### config.mk
export PLATFORM = sky130hd
export DESIGN_NAME = nl_loader
export DESIGN_NICKNAME = d
export VERILOG_FILES = /design/src/rtl/nl_pkg.sv /design/src/rtl/nl_char_decode.sv /design/src/rtl/nl_slot_seq.sv /design/src/rtl/nl_word_reg.sv /design/src/rtl/nl_loader.sv
export SDC_FILE = /design/constraint.sdc
export NUM_CORES = 1
export LEC_CHECK = 0
export BUFFER_PORTS_ARGS = -buffer_cell sky130_fd_sc_hd__buf_2
export CAP_MARGIN = 20
export CORE_ASPECT_RATIO = 1.4
export CORE_MARGIN = 2
export CORE_UTILIZATION = 55
export DETAILED_ROUTE_END_ITERATION = 16
export GPL_TIMING_DRIVEN = 0
export PLACE_DENSITY = 0.85
export RECOVER_POWER = 25
export SLEW_MARGIN = 0
export SYNTH_ARGS = -nofsm -noshare
export SYNTH_HDL_FRONTEND = slang
export SYNTH_SLANG_ARGS = --single-unit
export TNS_END_PERCENT = 1
### constraint.sdc
create_clock -name clk -period 4.4 [get_ports clk]
set_clock_uncertainty 0.15 [all_clocks]
set_input_delay 0.88 -clock clk [delete_from_list [all_inputs] [get_ports clk]]
set_output_delay 0.88 -clock clk [all_outputs]
set_load 0.02 [all_outputs]
### src/rtl/nl_pkg.sv
package nl_pkg;

  // Decision taken for the character presented in the current cycle
  typedef enum logic [2:0] {
    ACT_IDLE  = 3'd0,  // no valid character, or loading halted
    ACT_LOAD  = 3'd1,  // nibble written into the next free slot
    ACT_CLEAR = 3'd2,  // word emptied, assembly restarts
    ACT_SEQ   = 3'd3,  // slot code out of turn
    ACT_PAR   = 3'd4,  // parity failure, halt
    ACT_SKIP  = 3'd5   // reserved code, no effect
  } nl_act_e;

endpackage

### src/rtl/nl_char_decode.sv
module nl_char_decode #(
  parameter int unsigned CTRL_W = 3,
  parameter int unsigned NIB_W  = 4,
  localparam int unsigned CHAR_W = 1 + CTRL_W + NIB_W
) (
  input  logic [CHAR_W-1:0] char_i,
  output logic [CTRL_W-1:0] ctrl_o,
  output logic [NIB_W-1:0]  nib_o,
  output logic              par_ok_o
);

  // Field split: parity on top, control code in the middle, nibble at the bottom
  always_comb begin
    nib_o    = char_i[NIB_W-1:0];
    ctrl_o   = char_i[NIB_W +: CTRL_W];
    par_ok_o = ^char_i;  // odd parity: the whole character has an odd count of ones
  end

endmodule

### src/rtl/nl_slot_seq.sv
module nl_slot_seq
  import nl_pkg::*;
#(
  parameter int unsigned SLOTS      = 4,
  parameter int unsigned CTRL_W     = 3,
  parameter int unsigned CLEAR_CODE = 7,
  localparam int unsigned SLOT_W = (SLOTS > 1) ? $clog2(SLOTS) : 1,
  localparam int unsigned CNT_W  = $clog2(SLOTS + 1)
) (
  input  logic              clk,
  input  logic              rst_n,
  input  logic              valid_i,
  input  logic              par_ok_i,
  input  logic [CTRL_W-1:0] ctrl_i,
  output nl_act_e           act_o,
  output logic [SLOT_W-1:0] slot_o,
  output logic              last_o,
  output logic              seq_err_o,
  output logic              par_err_o
);

  logic [CNT_W-1:0] cnt_q, cnt_d;
  logic             seq_q, seq_d;
  logic             par_q, par_d;
  logic             upd_en;
  nl_act_e          act;

  // Classify the character; parity is checked before the control code
  always_comb begin
    act = ACT_IDLE;
    if (valid_i && !par_q) begin
      if (!par_ok_i) begin
        act = ACT_PAR;
      end else if (int'(ctrl_i) == int'(CLEAR_CODE)) begin
        act = ACT_CLEAR;
      end else if (int'(ctrl_i) < int'(SLOTS)) begin
        if ((int'(cnt_q) < int'(SLOTS)) && (int'(ctrl_i) == int'(cnt_q))) begin
          act = ACT_LOAD;
        end else begin
          act = ACT_SEQ;
        end
      end else begin
        act = ACT_SKIP;
      end
    end
  end

  // Next state
  always_comb begin
    cnt_d = cnt_q;
    seq_d = seq_q;
    par_d = par_q;
    case (act)
      ACT_LOAD:  cnt_d = cnt_q + CNT_W'(1);
      ACT_CLEAR: begin
        cnt_d = '0;
        seq_d = 1'b0;
      end
      ACT_SEQ:   seq_d = 1'b1;
      ACT_PAR:   par_d = 1'b1;
      default:   ;
    endcase
  end

  assign upd_en = (act != ACT_IDLE) && (act != ACT_SKIP);

  // State registers
  always_ff @(posedge clk or negedge rst_n) begin
    if (!rst_n) begin
      cnt_q <= '0;
      seq_q <= 1'b0;
      par_q <= 1'b0;
    end else if (upd_en) begin
      cnt_q <= cnt_d;
      seq_q <= seq_d;
      par_q <= par_d;
    end
  end

  assign act_o     = act;
  assign slot_o    = ctrl_i[SLOT_W-1:0];
  assign last_o    = (act == ACT_LOAD) && (int'(cnt_q) == int'(SLOTS) - 1);
  assign seq_err_o = seq_q;
  assign par_err_o = par_q;

  AST_CNT_BOUND: assert property (@(posedge clk) disable iff (!rst_n)
    int'(cnt_q) <= int'(SLOTS)) else $error("slot count overran");

  AST_PAR_STICKY: assert property (@(posedge clk) disable iff (!rst_n)
    par_q |=> par_q) else $error("parity flag dropped");

  AST_HALT_QUIET: assert property (@(posedge clk) disable iff (!rst_n)
    par_q |-> (act == ACT_IDLE)) else $error("character acted on while halted");

  AST_SEQ_HOLD_CNT: assert property (@(posedge clk) disable iff (!rst_n)
    (act == ACT_SEQ) |=> ($stable(cnt_q) && seq_q)) else $error("out-of-turn slot moved count");

endmodule

### src/rtl/nl_word_reg.sv
module nl_word_reg
  import nl_pkg::*;
#(
  parameter int unsigned NIB_W = 4,
  parameter int unsigned SLOTS = 4,
  localparam int unsigned WORD_W = NIB_W * SLOTS,
  localparam int unsigned SLOT_W = (SLOTS > 1) ? $clog2(SLOTS) : 1
) (
  input  logic              clk,
  input  logic              rst_n,
  input  nl_act_e           act_i,
  input  logic [SLOT_W-1:0] slot_i,
  input  logic [NIB_W-1:0]  nib_i,
  input  logic              last_i,
  input  logic [WORD_W-1:0] expect_i,
  output logic [WORD_W-1:0] word_o,
  output logic              done_o,
  output logic              match_o
);

  logic [WORD_W-1:0] word_q, word_d;
  logic [SLOTS-1:0]  nib_en;
  logic              clr;
  logic              word_en;
  logic              done_q;
  logic              match_q, match_d;

  assign clr     = (act_i == ACT_CLEAR);
  assign word_en = clr || (act_i == ACT_LOAD);

  // One write-enable and one next-value mux per slot
  for (genvar g = 0; g < SLOTS; g++) begin : g_slot
    assign nib_en[g] = (act_i == ACT_LOAD) && (int'(slot_i) == g);
    assign word_d[g*NIB_W +: NIB_W] = clr       ? '0 :
                                      nib_en[g] ? nib_i :
                                                  word_q[g*NIB_W +: NIB_W];
  end

  // Compare against the word as it stands after this edge
  always_comb begin
    match_d = match_q;
    if (clr) begin
      match_d = 1'b0;
    end else if (last_i) begin
      match_d = (word_d == expect_i);
    end
  end

  always_ff @(posedge clk or negedge rst_n) begin
    if (!rst_n) begin
      word_q <= '0;
    end else if (word_en) begin
      word_q <= word_d;
    end
  end

  always_ff @(posedge clk or negedge rst_n) begin
    if (!rst_n) begin
      done_q  <= 1'b0;
      match_q <= 1'b0;
    end else begin
      done_q  <= last_i;
      match_q <= match_d;
    end
  end

  assign word_o  = word_q;
  assign done_o  = done_q;
  assign match_o = match_q;

  AST_DONE_ONE_CYCLE: assert property (@(posedge clk) disable iff (!rst_n)
    done_q |=> !done_q) else $error("done longer than one cycle");

  AST_CLEAR_EMPTY: assert property (@(posedge clk) disable iff (!rst_n)
    clr |=> ((word_q == '0) && !match_q)) else $error("clear left state behind");

  AST_MATCH_HOLD: assert property (@(posedge clk) disable iff (!rst_n)
    (!clr && !last_i) |=> $stable(match_q)) else $error("match moved without completion");

  AST_WORD_QUIET: assert property (@(posedge clk) disable iff (!rst_n)
    !word_en |=> $stable(word_q)) else $error("word moved on an ignored character");

endmodule

### src/rtl/nl_loader.sv
module nl_loader
  import nl_pkg::*;
#(
  parameter int unsigned NIB_W      = 4,
  parameter int unsigned SLOTS      = 4,
  parameter int unsigned CTRL_W     = 3,
  parameter int unsigned CLEAR_CODE = 7,
  localparam int unsigned CHAR_W = 1 + CTRL_W + NIB_W,
  localparam int unsigned WORD_W = NIB_W * SLOTS,
  localparam int unsigned SLOT_W = (SLOTS > 1) ? $clog2(SLOTS) : 1
) (
  input  logic              clk,
  input  logic              rst_n,
  input  logic              char_valid,
  input  logic [CHAR_W-1:0] char_data,
  input  logic [WORD_W-1:0] expect_word,
  output logic [WORD_W-1:0] word_out,
  output logic              done,
  output logic              match,
  output logic              seq_err,
  output logic              par_err
);

  logic [CTRL_W-1:0] ctrl;
  logic [NIB_W-1:0]  nib;
  logic              par_ok;
  nl_act_e           act;
  logic [SLOT_W-1:0] slot;
  logic              last;

  nl_char_decode #(.CTRL_W(CTRL_W), .NIB_W(NIB_W)) u_dec (
    .char_i   (char_data),
    .ctrl_o   (ctrl),
    .nib_o    (nib),
    .par_ok_o (par_ok)
  );

  nl_slot_seq #(.SLOTS(SLOTS), .CTRL_W(CTRL_W), .CLEAR_CODE(CLEAR_CODE)) u_seq (
    .clk       (clk),
    .rst_n     (rst_n),
    .valid_i   (char_valid),
    .par_ok_i  (par_ok),
    .ctrl_i    (ctrl),
    .act_o     (act),
    .slot_o    (slot),
    .last_o    (last),
    .seq_err_o (seq_err),
    .par_err_o (par_err)
  );

  nl_word_reg #(.NIB_W(NIB_W), .SLOTS(SLOTS)) u_word (
    .clk      (clk),
    .rst_n    (rst_n),
    .act_i    (act),
    .slot_i   (slot),
    .nib_i    (nib),
    .last_i   (last),
    .expect_i (expect_word),
    .word_o   (word_out),
    .done_o   (done),
    .match_o  (match)
  );

  AST_VALID_GATE: assert property (@(posedge clk) disable iff (!rst_n)
    !char_valid |=> ($stable(word_out) && !done)) else $error("idle cycle changed output");

endmodule

; ---- Word level (Yosys, flattened, before mapping)
; Index checks and enable logic that the tools add are counted.
[op_classes]
n_reduce_logical = 19
order_cmp = 2
eq_ne = 12
muxes = 17
add_sub_neg = 1
[ops]
columns = operator, n
row1 = $mux W4, 8
row2 = $eq A16 B16 Y1, 1
row3 = $mux W3, 4
row4 = $logic_and A1 B1 Y1, 8
row5 = $reduce_xor A8 Y1, 1
row6 = $eq A3 B1 Y1 const B, 2
row7 = $eq A3 B2 Y1 const B, 2
row8 = $eq A3 B3 Y1 const B, 2
row9 = $lt A3 B3 Y1 const B, 2
row10 = $pmux W3 S2, 1
row11 = $reduce_and A2 Y1, 3
row12 = $reduce_bool A2 Y1, 3
row13 = $eq A2 B2 Y1 const B, 2
row14 = $add A3 B1 Y3 const B, 1
row15 = $eq A3 B3 Y1, 1
row16 = $ne A3 B3 Y1 const B, 1
row17 = $reduce_bool A3 Y1, 1
row18 = $eq A2 B1 Y1 const B, 1
row19 = $logic_not A2 Y1, 1
row20 = $mux W1, 2
row21 = $mux W2, 1
row22 = $pmux W1 S2, 1
row23 = $logic_not A1 Y1, 1
row24 = $logic_or A1 B1 Y1, 1
[word_totals]
input_bits = 27
register_bits = 23
word_cells = 57

; ---- Logic depth before layout (Yosys ltp)
; Gate-level depths: netlist of run 1.
[depth]
word_depth = 14
ltp_mapped = 10
ltp_nobuf = 10

; ---- Hierarchy
; Synthesis of run 1 repeated with hierarchy kept, for this count alone.
[hier_totals]
cells_unflattened = 212
area_unflattened_um2 = 1869.3
[modules_own_cells]
columns = mod, n_inst, cells_per_inst, area_per_inst_um2, seq_area_each_um2
row1 = nl_word_reg, 1, 165, 1408.9, 450.4
row2 = nl_slot_seq, 1, 33, 346.6, 125.1
row3 = nl_char_decode, 1, 14, 113.9, 0.0

; ---- Least setup slack after synthesis of run 1
; Ideal clock, no wire load.
[synth_timing]
path_type = input-to-reg
startpoint = in char_data[4]
endpoint = reg u_word.match_q, in the netlist u_word.match_o
path_buffers = 0
t_required_ns = 4.169
slack_ns = 1.391
arrival_ns = 2.779
path_stages = 10
path_cell_list = inv_1 > ha_1 > xnor3_1 > xnor3_4 > nand4_4 > mux2i_1 > and2_1 > a2111oi_2 > nand4_1 > o22ai_2
[synth_between]
elab_chain_len = 14
[synth_lines]
columns = element, line_no
row1 = from (decl), nl_loader.sv:15  ; input logic [CHAR_W-1:0] char_data,
row2 = $eq A3 B3 Y1, nl_slot_seq.sv:37  ; if ((int'(cnt_q) < int'(SLOTS)) && (int'(ctrl_i) == int'(cnt_q))) begin
row3 = $logic_and A1 B1 Y1, nl_slot_seq.sv:37
row4 = $mux W2, nl_slot_seq.sv:37
row5 = $mux W3, nl_slot_seq.sv:36  ; end else if (int'(ctrl_i) < int'(SLOTS)) begin
row6 = $mux W3, nl_slot_seq.sv:34  ; end else if (int'(ctrl_i) == int'(CLEAR_CODE)) begin
row7 = $mux W3, nl_slot_seq.sv:32  ; if (!par_ok_i) begin
row8 = $mux W3, nl_slot_seq.sv:31  ; if (valid_i && !par_q) begin
row9 = $eq A3 B1 Y1, "nl_slot_seq.sv:82, nl_word_reg.sv:33"
row10 = $logic_and A1 B1 Y1, nl_word_reg.sv:33  ; assign nib_en[g] = (act_i == ACT_LOAD) && (int'(slot_i) == g);
row11 = $mux W4, nl_word_reg.sv:35  ; nib_en[g] ? nib_i :
row12 = $mux W4, nl_word_reg.sv:34  ; assign word_d[g*NIB_W +: NIB_W] = clr ? '0 :
row13 = $eq A16 B16 Y1, nl_word_reg.sv:45  ; match_d = (word_d == expect_i);
row14 = $mux W1, nl_word_reg.sv:44  ; end else if (last_i) begin
row15 = $mux W1, nl_word_reg.sv:42  ; if (clr) begin
row16 = to (signal assigned), nl_word_reg.sv:63  ; match_q <= match_d;
row17 = to (decl), nl_word_reg.sv:26  ; logic match_q, match_d;
; Parallel ways exist; a longest one is shown, timed or not. The select of a mux whose other input is x is not followed.
; A chain may end at the register's enable or synchronous reset.

; ---- Worst setup path after layout of run 1
; Same ends and word-level chain as after synthesis.

==> results of run 1 <==
-- registers in the layout, summed over array words and instances (netlist names) --
| register | count |
|---|---|
| u_word.word_o | 16 |
| u_seq.cnt_q | 3 |
| u_seq.par_err_o | 1 |
| u_seq.seq_err_o | 1 |
| u_word.done_o | 1 |
| u_word.match_o | 1 |
-- final cells by class --
| type | instances | area, um2 |
|---|---|---|
| Sequential cell | 23 | 576 |
| Multi-Input combinational cell | 112 | 873 |
| Clock inverter | 1 | 5.00 |
| Timing Repair Buffer | 43 | 214 |
| Inverter | 21 | 78.8 |
| Clock buffer | 3 | 22.5 |
| Buffer | 4 | 18.8 |
| Fill cell | 241 | 810 |
| Tap cell | 36 | 45.0 |
-- worst max-delay path by stage --
| stage | start | to | slack (ps) | cells past startpoint |
|---|---|---|---|---|
| after floorplan | char_data[4] | u_word.match_o | 1390 | 10 |
| after global placement | char_data[4] | u_word.match_o | 980 | 11 |
| after detailed placement | char_data[4] | u_word.match_o | 960 | 11 |
| after CTS | char_data[4] | u_word.match_o | 1320 | 11 |
| after global routing | char_data[4] | u_word.match_o | 1130 | 11 |
| final | char_data[4] | u_word.match_o | 1330 | 11 |
-- through the flow --
stage               hold slack [ps]  cell area [um2]  setup WS, ps  power, uW
floorplan                       354             1550          1390        306
global placement                333             1810           977        344
detailed placement              365             1810           957        348
CTS                             378             1830          1320        449
global route                    430             1830          1130        468
finish                          399             1830          1330        447
-- layer usage --
layer  routed length [um]  vias up  track usage [%]
met5                    0        -                0
met4                   97        0             12.1
met3                  204       10             2.47
met2                 2200       60             52.1
met1                 1600      673             29.1
li1                     -      663                -
-- report_power, final --
group          internal [uW]  leakage [uW]  switching [uW]
clock network           34.1     0.0000177            69.2
registers                220      0.000310            8.32
logic                   45.6      0.000763            69.7
total                    300       0.00109             147
-- synth_stat cells, types with 2 or more instances --
master,number
nor2_2,2
inv_1,21
xor2_1,2
nand4_1,3
a21oi_1,3
a22o_1,3
mux2i_1,18
a22oi_1,5
ha_1,6
nand4_4,2
clkbuf_2,2
nor2_1,23
nand4_2,2
nand2_1,10
o21ai_0,2
o22ai_1,10
dfrtp_1,23
-- logic make-up (layout without fill, tap and decap cells) --
logic type                 after synthesis  count (layout)  share of synthesized area (%)
muxes                                   18              18                           11.7
adders and majority gates                6               6                           4.85
DFF                                     23              23                           37.2
AOI/OAI and AO/OA                       32              32                           15.2
and+or+nand+nor                         50              50                           18.9
buffers and inverters                   25              72                           6.31
xor gates and xnor gates                 6               6                           5.91
-- critical path, stage by stage --
cell and delay [ps]:
buf_2 120, inv_1 70, ha_1 300, xnor3_1 210
xnor3_4 420, nand4_4 190, mux2i_1 270, o311ai_1 150
a2111oi_2 300, nand4_1 160, o22ai_2 110
==> impl_metrics.json, run 1 <==
{
  "synthDistinctLibCells": 40,
  "post-dp-hpwl_mm": 3.25,
  "rsz0062_at_grt": "no",
  "start_util_pct": 58.5,
  "synth.yosys.seq_area_share_pct": 37.2,
  "synth-edff-count": 0,
  "rows": 22,
  "synth_area_per_cell_um2": 9.67,
  "tightestPinTransition_ps": 1280,
  "grt_max_degree": 24,
  "grt_pass1_wl_mm": 6.58,
  "cts.root.buffer_cell": "clkbuf_4",
  "max_freq_mhz": 326,
  "min_period_ps": 3070,
  "worstPathMaxFanout": 8,
  "cts_tree": "done",
  "reg2reg_slack_ps": 1730,
  "holdPathStages": 1,
  "maxCapViolations": 0,
  "diodes": 0,
  "postRouteAntennaNets": 0,
  "status": "finished clean",
  "dr.first_iter.drc_count": 25,
  "worst_ep_arrival_time_ps": 3180,
  "reg2reg_depth": 8,
  "ys_warn_count": 0,
  "finalSetupViolCount": 0,
  "synth_top_area_share_pct": 37.2,
  "setup_tns_ps": 0,
  "yosys-top-cells-area": "dfrtp_1, mux2i_1, nor2_1, inv_1, ha_1",
  "dieArea_um2": 3260,
  "vias_per_cell": 5.79,
  "die_w_um": 48.8,
  "fin_crit_sh_pct": 69.8,
  "io-pin-count": 47,
  "slew-limit-headroom_pct": 14.8,
  "start_kind": "input pin",
  "async_reset_ff_share_pct": 100,
  "syn_nets": 193,
  "wl_per_cell_um": 16.9,
  "critical_path_class": "in -> reg",
  "path_clk_slew_ps": 140,
  "utilization_pct": 69.4,
  "die_h_um": 66.7,
  "hold_end": "u_seq.par_err_o",
  "synthCells": 160,
  "netlist_area_um2": 1550,
  "nNetsFinal": 241,
  "port_buffers": 43,
  "min-delay-start": "u_seq.par_err_o",
  "core_um2": 2640,
  "stdcell_count": 243,
  "place_congestion": 0.897,
  "cts_resized": 0,
  "cts.path.max_buffers": 2,
  "ys_ff_latch": 23,
  "powerDensity_nw_per_um2": 244,
  "dp_cells": 239,
  "htreeDepth": 1,
  "track_usage_pct": 26.8,
  "slew_violations": 0,
  "hold_viol": 0,
  "cts_buffers": 3,
  "antenna_found_initial": 0,
  "cp-end-kind": "flip-flop",
  "vias": 1406,
  "final_cell_mix": "buf_2, nor2_1, dfrtp_1",
  "clock-sinks": 23,
  "drive_gt1_share_pct": 29.0,
  "grt_pass1_vias": 1415,
  "drt_first_pass_iters": 4,
  "clk_latency_ps": 320,
  "ir_drop_mv": 0.189,
  "drc": 0,
  "grt_overflow": 0,
  "wirelength_mm": 4.11,
  "hold_buffers": 0,
  "layout_commonest_cell": "buf_2",
  "reg2reg_from": "u_seq.cnt_q[1]",
  "yosys.area.top_type": "dfrtp_1",
  "p_leak_uw": 0.00109,
  "worst_ep_required_time_ps": 4510,
  "reg2reg_to": "u_word.match_o",
  "synth_flop_cell": "dfrtp_1",
  "areaGrowthSynthToFinish_pct": 18.5,
  "post-cts-setup-buffers": 0,
  "hp-class": "reg -> reg"
}
Note: power is estimated with default switching activity, not from simulation.
==> run 2, diff against run 1 <==
--- a/config.mk
+++ b/config.mk
@@ -5,14 +5,15 @@
 export SDC_FILE = /design/constraint.sdc
 export NUM_CORES = 1
 export LEC_CHECK = 0
+export ABC_AREA = 1
 export BUFFER_PORTS_ARGS = -buffer_cell sky130_fd_sc_hd__buf_2
 export CAP_MARGIN = 20
 export CORE_ASPECT_RATIO = 1.4
 export CORE_MARGIN = 2
-export CORE_UTILIZATION = 55
+export CORE_UTILIZATION = 48
 export DETAILED_ROUTE_END_ITERATION = 16
 export GPL_TIMING_DRIVEN = 0
-export PLACE_DENSITY = 0.85
+export PLACE_DENSITY = 0.76
 export RECOVER_POWER = 25
 export SLEW_MARGIN = 0
 export SYNTH_ARGS = -nofsm -noshare
==> constraint.sdc (replaced) <==
create_clock -name clk -period 2.8 [get_ports clk]
set_clock_uncertainty 0.15 [all_clocks]
set_input_delay 0.56 -clock clk [delete_from_list [all_inputs] [get_ports clk]]
set_output_delay 0.56 -clock clk [all_outputs]
set_load 0.02 [all_outputs]
==> run 2 against run 1 <==
Routed wire length rose by 6.2%; setup slack got worse by 1100 ps; sequential cell count did not move; critical endpoint unchanged; cell count rose by 55%; core utilization fell by 9.2 points; register-to-register slack got worse by 1300 ps.
==> impl_metrics.json, run 2 <==
{
  "finalSetupViolCount": 0,
  "worstPathMaxFanout": 10,
  "vias": 1879,
  "cts.path.max_buffers": 2,
  "postRouteAntennaNets": 0,
  "io-pin-count": 47,
  "final_cell_mix": "nand2_1, inv_1, buf_2",
  "path_clk_slew_ps": 80,
  "critical_path_class": "in -> reg",
  "syn_nets": 316,
  "yosys-top-cells-area": "dfrtp_1, nand2_1, inv_1, nand4_1, nand3_1",
  "grt_overflow": 0,
  "core_um2": 3710,
  "ys_ff_latch": 23,
  "reg2reg_from": "u_seq.cnt_q[0]",
  "powerDensity_nw_per_um2": 409,
  "dr.first_iter.drc_count": 46,
  "netlist_area_um2": 1870,
  "hold_buffers": 0,
  "dieArea_um2": 4420,
  "synth.yosys.seq_area_share_pct": 30.7,
  "post-dp-hpwl_mm": 3.38,
  "reg2reg_slack_ps": 430,
  "p_total_uw": 911,
  "drive_gt1_share_pct": 23.0,
  "internal_power_uw": 581,
  "cpMostUsedCell": "nand2_1",
  "clkPwrFrac_pct": 22.9,
  "min_period_ps": 2540,
  "grt_use_met1_pct": 27.8,
  "cts_tree": "done",
  "dp_cells": 371,
  "synthCells": 283,
  "htreeDepth": 1,
  "worst_ep_required_time_ps": 2850,
  "diodes": 0,
  "port_buffers": 46,
  "hold_viol": 0,
  "placed_cell_area_um2": 2150,
  "synth_flop_cell": "dfrtp_1",
  "wl_per_cell_um": 11.6,
  "min-delay-start": "u_seq.seq_err_o",
  "hp-class": "reg -> reg",
  "stdcell_count": 377,
  "clk_latency_ps": 270,
  "grt_pass1_wl_mm": 7.79,
  "grt_max_degree": 24,
  "path_cells": "buf_2, inv_2, ha_4, inv_1, nand2_1, nand2_1, nand2_1, nand2_1, nand2_2, nand2_4, nor2_8, buf_4, nand4_1, nand4_1, nand2_1, nor2_1, nand2_1, nor2_1, nand2_1, a21oi_2",
  "synth_area_per_cell_um2": 6.61,
  "grt_pass1_vias": 1840,
  "p_leak_uw": 0.00131,
  "final_area_um2": 2230,
  "cts_buffers": 3,
  "setup_tns_ps": 0,
  "nNetsFinal": 369,
  "maxCapViolations": 0,
  "net-switching-power_uw": 331,
  "reg2reg_to": "u_word.match_o",
  "met3_usage_pct": 2.83,
  "vias_per_cell": 4.98,
  "reg2reg_depth": 15,
  "synth_top_area_share_pct": 30.7,
  "async_reset_ff_share_pct": 100,
  "hold_slack_ps": 342,
  "top_usage_layer": "met2",
  "synth-edff-count": 0,
  "yosysMostFrequentCell": "nand2_1",
  "seqPwrFrac_pct": 42.3,
  "die_w_um": 56.8,
  "layout_commonest_cell": "nand2_1",
  "ys_warn_count": 0,
  "swShare_pct": 36.3,
  "max_stage_delay_ps": 270,
  "status": "finished clean",
  "drc": 0,
  "max_freq_mhz": 393,
  "synthDistinctLibCells": 28,
  "slew-limit-headroom_pct": 17.5,
  "worst_ep_arrival_time_ps": 2590,
  "start_util_pct": 50.5,
  "wirelength_mm": 4.36,
  "use_met2_pct": 36.9,
  "largest_reg_flops": 16,
  "ir_drop_mv": 0.392,
  "fin_crit_sh_pct": 90.8,
  "place_congestion": 0.864,
  "rows": 26,
  "rsz0062_at_grt": "no",
  "clock-sinks": 23,
  "cp-end-kind": "flip-flop",
  "power_frac_comb_pct": 34.8,
  "start_kind": "input pin",
  "cp_slowest_cell": "ha_4",
  "holdPathStages": 1,
  "hold_end": "u_seq.seq_err_o",
  "die_h_um": 77.9,
  "areaGrowthSynthToFinish_pct": 19.1,
  "drt_first_pass_iters": 4,
  "antenna_found_initial": 0,
  "track_usage_pct": 21.9,
  "slew_violations": 0,
  "tightestPinTransition_ps": 1240,
  "yosys.area.top_type": "dfrtp_1",
  "synthTopCellsByCount": "nand2_1, inv_1, nand4_1, dfrtp_1, nand3_1",
  "cts.root.buffer_cell": "clkbuf_8",
  "crit_path_start": "char_data[4]"
}
run 2: cell count changes in the layout (fill, tap and decap cells not counted), moves of 10 or more:
cell	before	now
nand3_1	1	20
nand4_1	3	35
inv_1	21	61
mux2i_1	18	0
o22ai_1	10	0
nand2_1	10	86
run 2: stage by stage:
stage / util, % / setup slack [ps]
floorplan: - / 322
global placement: 58.1 / -153
detailed placement: 58.1 / -153
CTS: 59.3 / 115
global route: 60.1 / 2.35
finish: 60.1 / 256
run 2: worst max path at each step:
stage	cells after the start	slack, ps	endpoint
final	20	260	u_word.match_o
after global routing	20	2	u_word.match_o
after floorplan	18	320	u_word.match_o
after detailed placement	19	-150	u_word.match_o
after CTS	19	120	u_word.match_o
after global placement	19	-150	u_word.match_o
run 2: layout make-up:
class                           count  area (um2)
Timing Repair Buffer               48         244
Clock inverter                      1        5.00
Clock buffer                        3        41.3
Fill cell                         373        1480
Sequential cell                    23         576
Buffer                              7        57.6
Multi-Input combinational cell    185         993
Tap cell                           42        52.6
Inverter                           68         260
run 2: power by group through the flow:
stage / combinational (uW) / clock (uW) / sequential, uW
after floorplan: 172 / 0 / 436
after global placement: 306 / 0 / 391
final: 317 / 209 / 385
after CTS: 314 / 219 / 386
after detailed placement: 312 / 0 / 392
after global routing: 363 / 227 / 390
run 2: critical path, delay by kind of cell:
| family | cells | cell delay [ps] |
|---|---|---|
| fa+ha+maj | 1 | 270 |
| compound gates | 1 | 110 |
| simple gates | 14 | 1230 |
| buf+inv | 4 | 430 |
run 2: timing repair:
item	in CTS	in global routing
resized for setup	0	5
endpoints found under the setup margin	0	1
setup buffers	0	2
run 2: cell families after synthesis:
family	count (synthesis)	share of synthesized area, %
AO/OA/AOI/OAI	7	2.47
XOR/XNOR	1	0.468
adder cells (fa/ha/maj)	6	4.01
buffers and inverters	75	17.0
flip-flops	23	30.7
AND/OR/NAND/NOR	171	45.3
run 2: routing by layer:
metal	vias up	share of wire, %	wire [um]
li1	998	-	-
met1	822	44	1930
met2	52	50	2170
met3	7	4.2	185
met4	0	1.7	76
met5	-	0	0
==> run 3, diff against run 2 <==
--- a/config.mk
+++ b/config.mk
@@ -10,10 +10,9 @@
 export CAP_MARGIN = 20
 export CORE_ASPECT_RATIO = 1.4
 export CORE_MARGIN = 2
-export CORE_UTILIZATION = 48
+export CORE_UTILIZATION = 30
 export DETAILED_ROUTE_END_ITERATION = 16
 export GPL_TIMING_DRIVEN = 0
-export PLACE_DENSITY = 0.76
 export RECOVER_POWER = 25
 export SLEW_MARGIN = 0
 export SYNTH_ARGS = -nofsm -noshare
==> run 3 against run 2 <==
Routed wire length up 12%; die area grew 56%; setup slack got worse by 11 ps; critical endpoint unchanged; largest power group unchanged; highest routed layer unchanged.
==> impl_metrics.json, run 3 (synthesis results as in run 2) <==
{
  "reg2reg_from": "u_seq.cnt_q[0]",
  "worst_ep_required_time_ps": 2860,
  "dr_wl_met2_mm": 2.65,
  "critical_path_buf_inv_count": 4,
  "die_h_um": 97.5,
  "multi_input_area_um2": 1010,
  "rsz0062_at_grt": "no",
  "areaGrowthSynthToFinish_pct": 23.3,
  "critical_path_class": "in -> reg",
  "vias_per_cell": 4.72,
  "die_w_um": 70.8,
  "track_usage_pct": 15.0,
  "drc": 0,
  "p_total_uw": 932,
  "cp.depth": 20,
  "start_kind": "input pin",
  "critPathCapture": "u_word.match_o",
  "core_um2": 6130,
  "crit_path_start": "char_data[4]",
  "final_cell_mix": "nand2_1, inv_1, buf_2",
  "htreeDepth": 1,
  "nNetsFinal": 371,
  "vias": 1932,
  "cpMostUsedCell": "nand2_1",
  "dr.first_iter.drc_count": 96,
  "cts_tree": "done",
  "p_leak_uw": 0.00133,
  "cpLargestDelayFamily": "simple AND/OR/NAND/NOR gates",
  "layout_commonest_cell": "nand2_1",
  "cts_buffers": 3,
  "reg2reg_slack_ps": 360,
  "cp_slowest_cell": "ha_4",
  "diodes": 0,
  "maxCapViolations": 0,
  "max_freq_mhz": 391,
  "max_stage_delay_ps": 260,
  "reg2reg_depth": 15,
  "grt_max_degree": 24,
  "hp-class": "reg -> reg",
  "largest_reg_flops": 16,
  "dieArea_um2": 6900,
  "met3WireLength_um": 171,
  "ir_drop_mv": 0.186,
  "worstPathMaxFanout": 10,
  "fin_crit_sh_pct": 91.2,
  "min_period_ps": 2550,
  "drt_first_pass_iters": 4,
  "hold_buffers": 0,
  "finalSetupViolCount": 0,
  "setup_ws_ps": 246,
  "path_cells": "buf_4, inv_4, ha_4, inv_1, nand2_1, nand2_1, nand2_1, nand2_2, nand2_2, nand2_4, nor2_8, nand3_4, buf_6, nand4_1, nand2_1, nor2_1, nand2_1, nor2_1, nand2_1, a21oi_2",
  "status": "finished clean",
  "port_buffers": 46,
  "wirelength_mm": 4.87,
  "clk_latency_ps": 280,
  "postRouteAntennaNets": 0,
  "start_util_pct": 30.6,
  "antenna_found_initial": 0,
  "hold_viol": 0,
  "ff_latch_area_um2": 576,
  "io-pin-count": 47,
  "reg2reg_to": "u_word.match_o",
  "wl_met1_mm": 1.96,
  "slew-limit-headroom_pct": 8.68,
  "clock-sinks": 23,
  "cts.root.buffer_cell": "clkbuf_8",
  "place_congestion": 0.762,
  "worst_ep_arrival_time_ps": 2610,
  "slew_violations": 0,
  "grt_pass1_wl_mm": 8.26,
  "wl_per_cell_um": 11.9,
  "cp-end-kind": "flip-flop",
  "rows": 34,
  "grt_pass1_vias": 1793,
  "tightestPinTransition_ps": 1370,
  "setup_tns_ps": 0,
  "grt_overflow": 0,
  "fill_cells": 667,
  "dp_worst_setup_slack_ps": -219,
  "cts.path.max_buffers": 2,
  "top_layer_used": "met4",
  "post-dp-hpwl_mm": 3.84,
  "powerDensity_nw_per_um2": 404,
  "path_clk_slew_ps": 80,
  "drive_gt1_share_pct": 24.6
}
## run 3: changes by cell type in the layout (fill, tap and decap cells not counted), sizes merged
cell and delta:
buf +2
## run 3: area by class of cell
class / count / share of cell area [%]
inverters: 68 / 11.5
flip-flops and latches: 23 / 24.9
well taps: 72 / 3.90
plain buffers: 7 / 2.49
clock inverters: 1 / 0.217
clock buffers: 3 / 1.79
multi-input cells: 185 / 43.7
repair buffers: 50 / 11.4
## run 3: layer usage
metal  track usage (%)  vias up
met5                 0        -
met4              4.35        0
met3              1.35        7
met2              28.0       46
met1              17.8      882
li1                  -      997
## run 3: metrics by stage
stage | std cells | util (%) | hold slack (ps) | area [um2]
floorplan | 283 | - | 114 | 1870
global placement | 401 | 35.8 | 323 | 2190
detailed placement | 401 | 35.8 | 329 | 2190
CTS | 405 | 36.5 | 134 | 2240
global route | 409 | 37.7 | 369 | 2310
finish | 409 | 37.7 | 343 | 2310
## run 3: power breakdown
group / total [uW] / switching [uW] / internal [uW]
registers: 387 / 19.6 / 367
clock network: 220 / 120 / 99.8
logic: 326 / 206 / 119
## run 3: how the worst min path moves through the flow
stage / from / endpoint / slack (ps) / cells after the start
3_3_place_gp: u_seq.cnt_q[2] / u_seq.cnt_q[2] / 320 / 1
4_1_cts: rst_n / u_word.word_o[5] / 130 / 1
5_1_grt: u_seq.seq_err_o / u_seq.seq_err_o / 370 / 1
3_5_place_dp: u_seq.seq_err_o / u_seq.seq_err_o / 330 / 1
2_1_floorplan: rst_n / u_seq.cnt_q[0] / 110 / 0
6_report: u_seq.seq_err_o / u_seq.seq_err_o / 340 / 1
## run 3: timing repair
item	4_1_cts	5_1_grt
resized for setup	0	13
buffers inserted	0	4
endpoints found under the setup margin	0	1
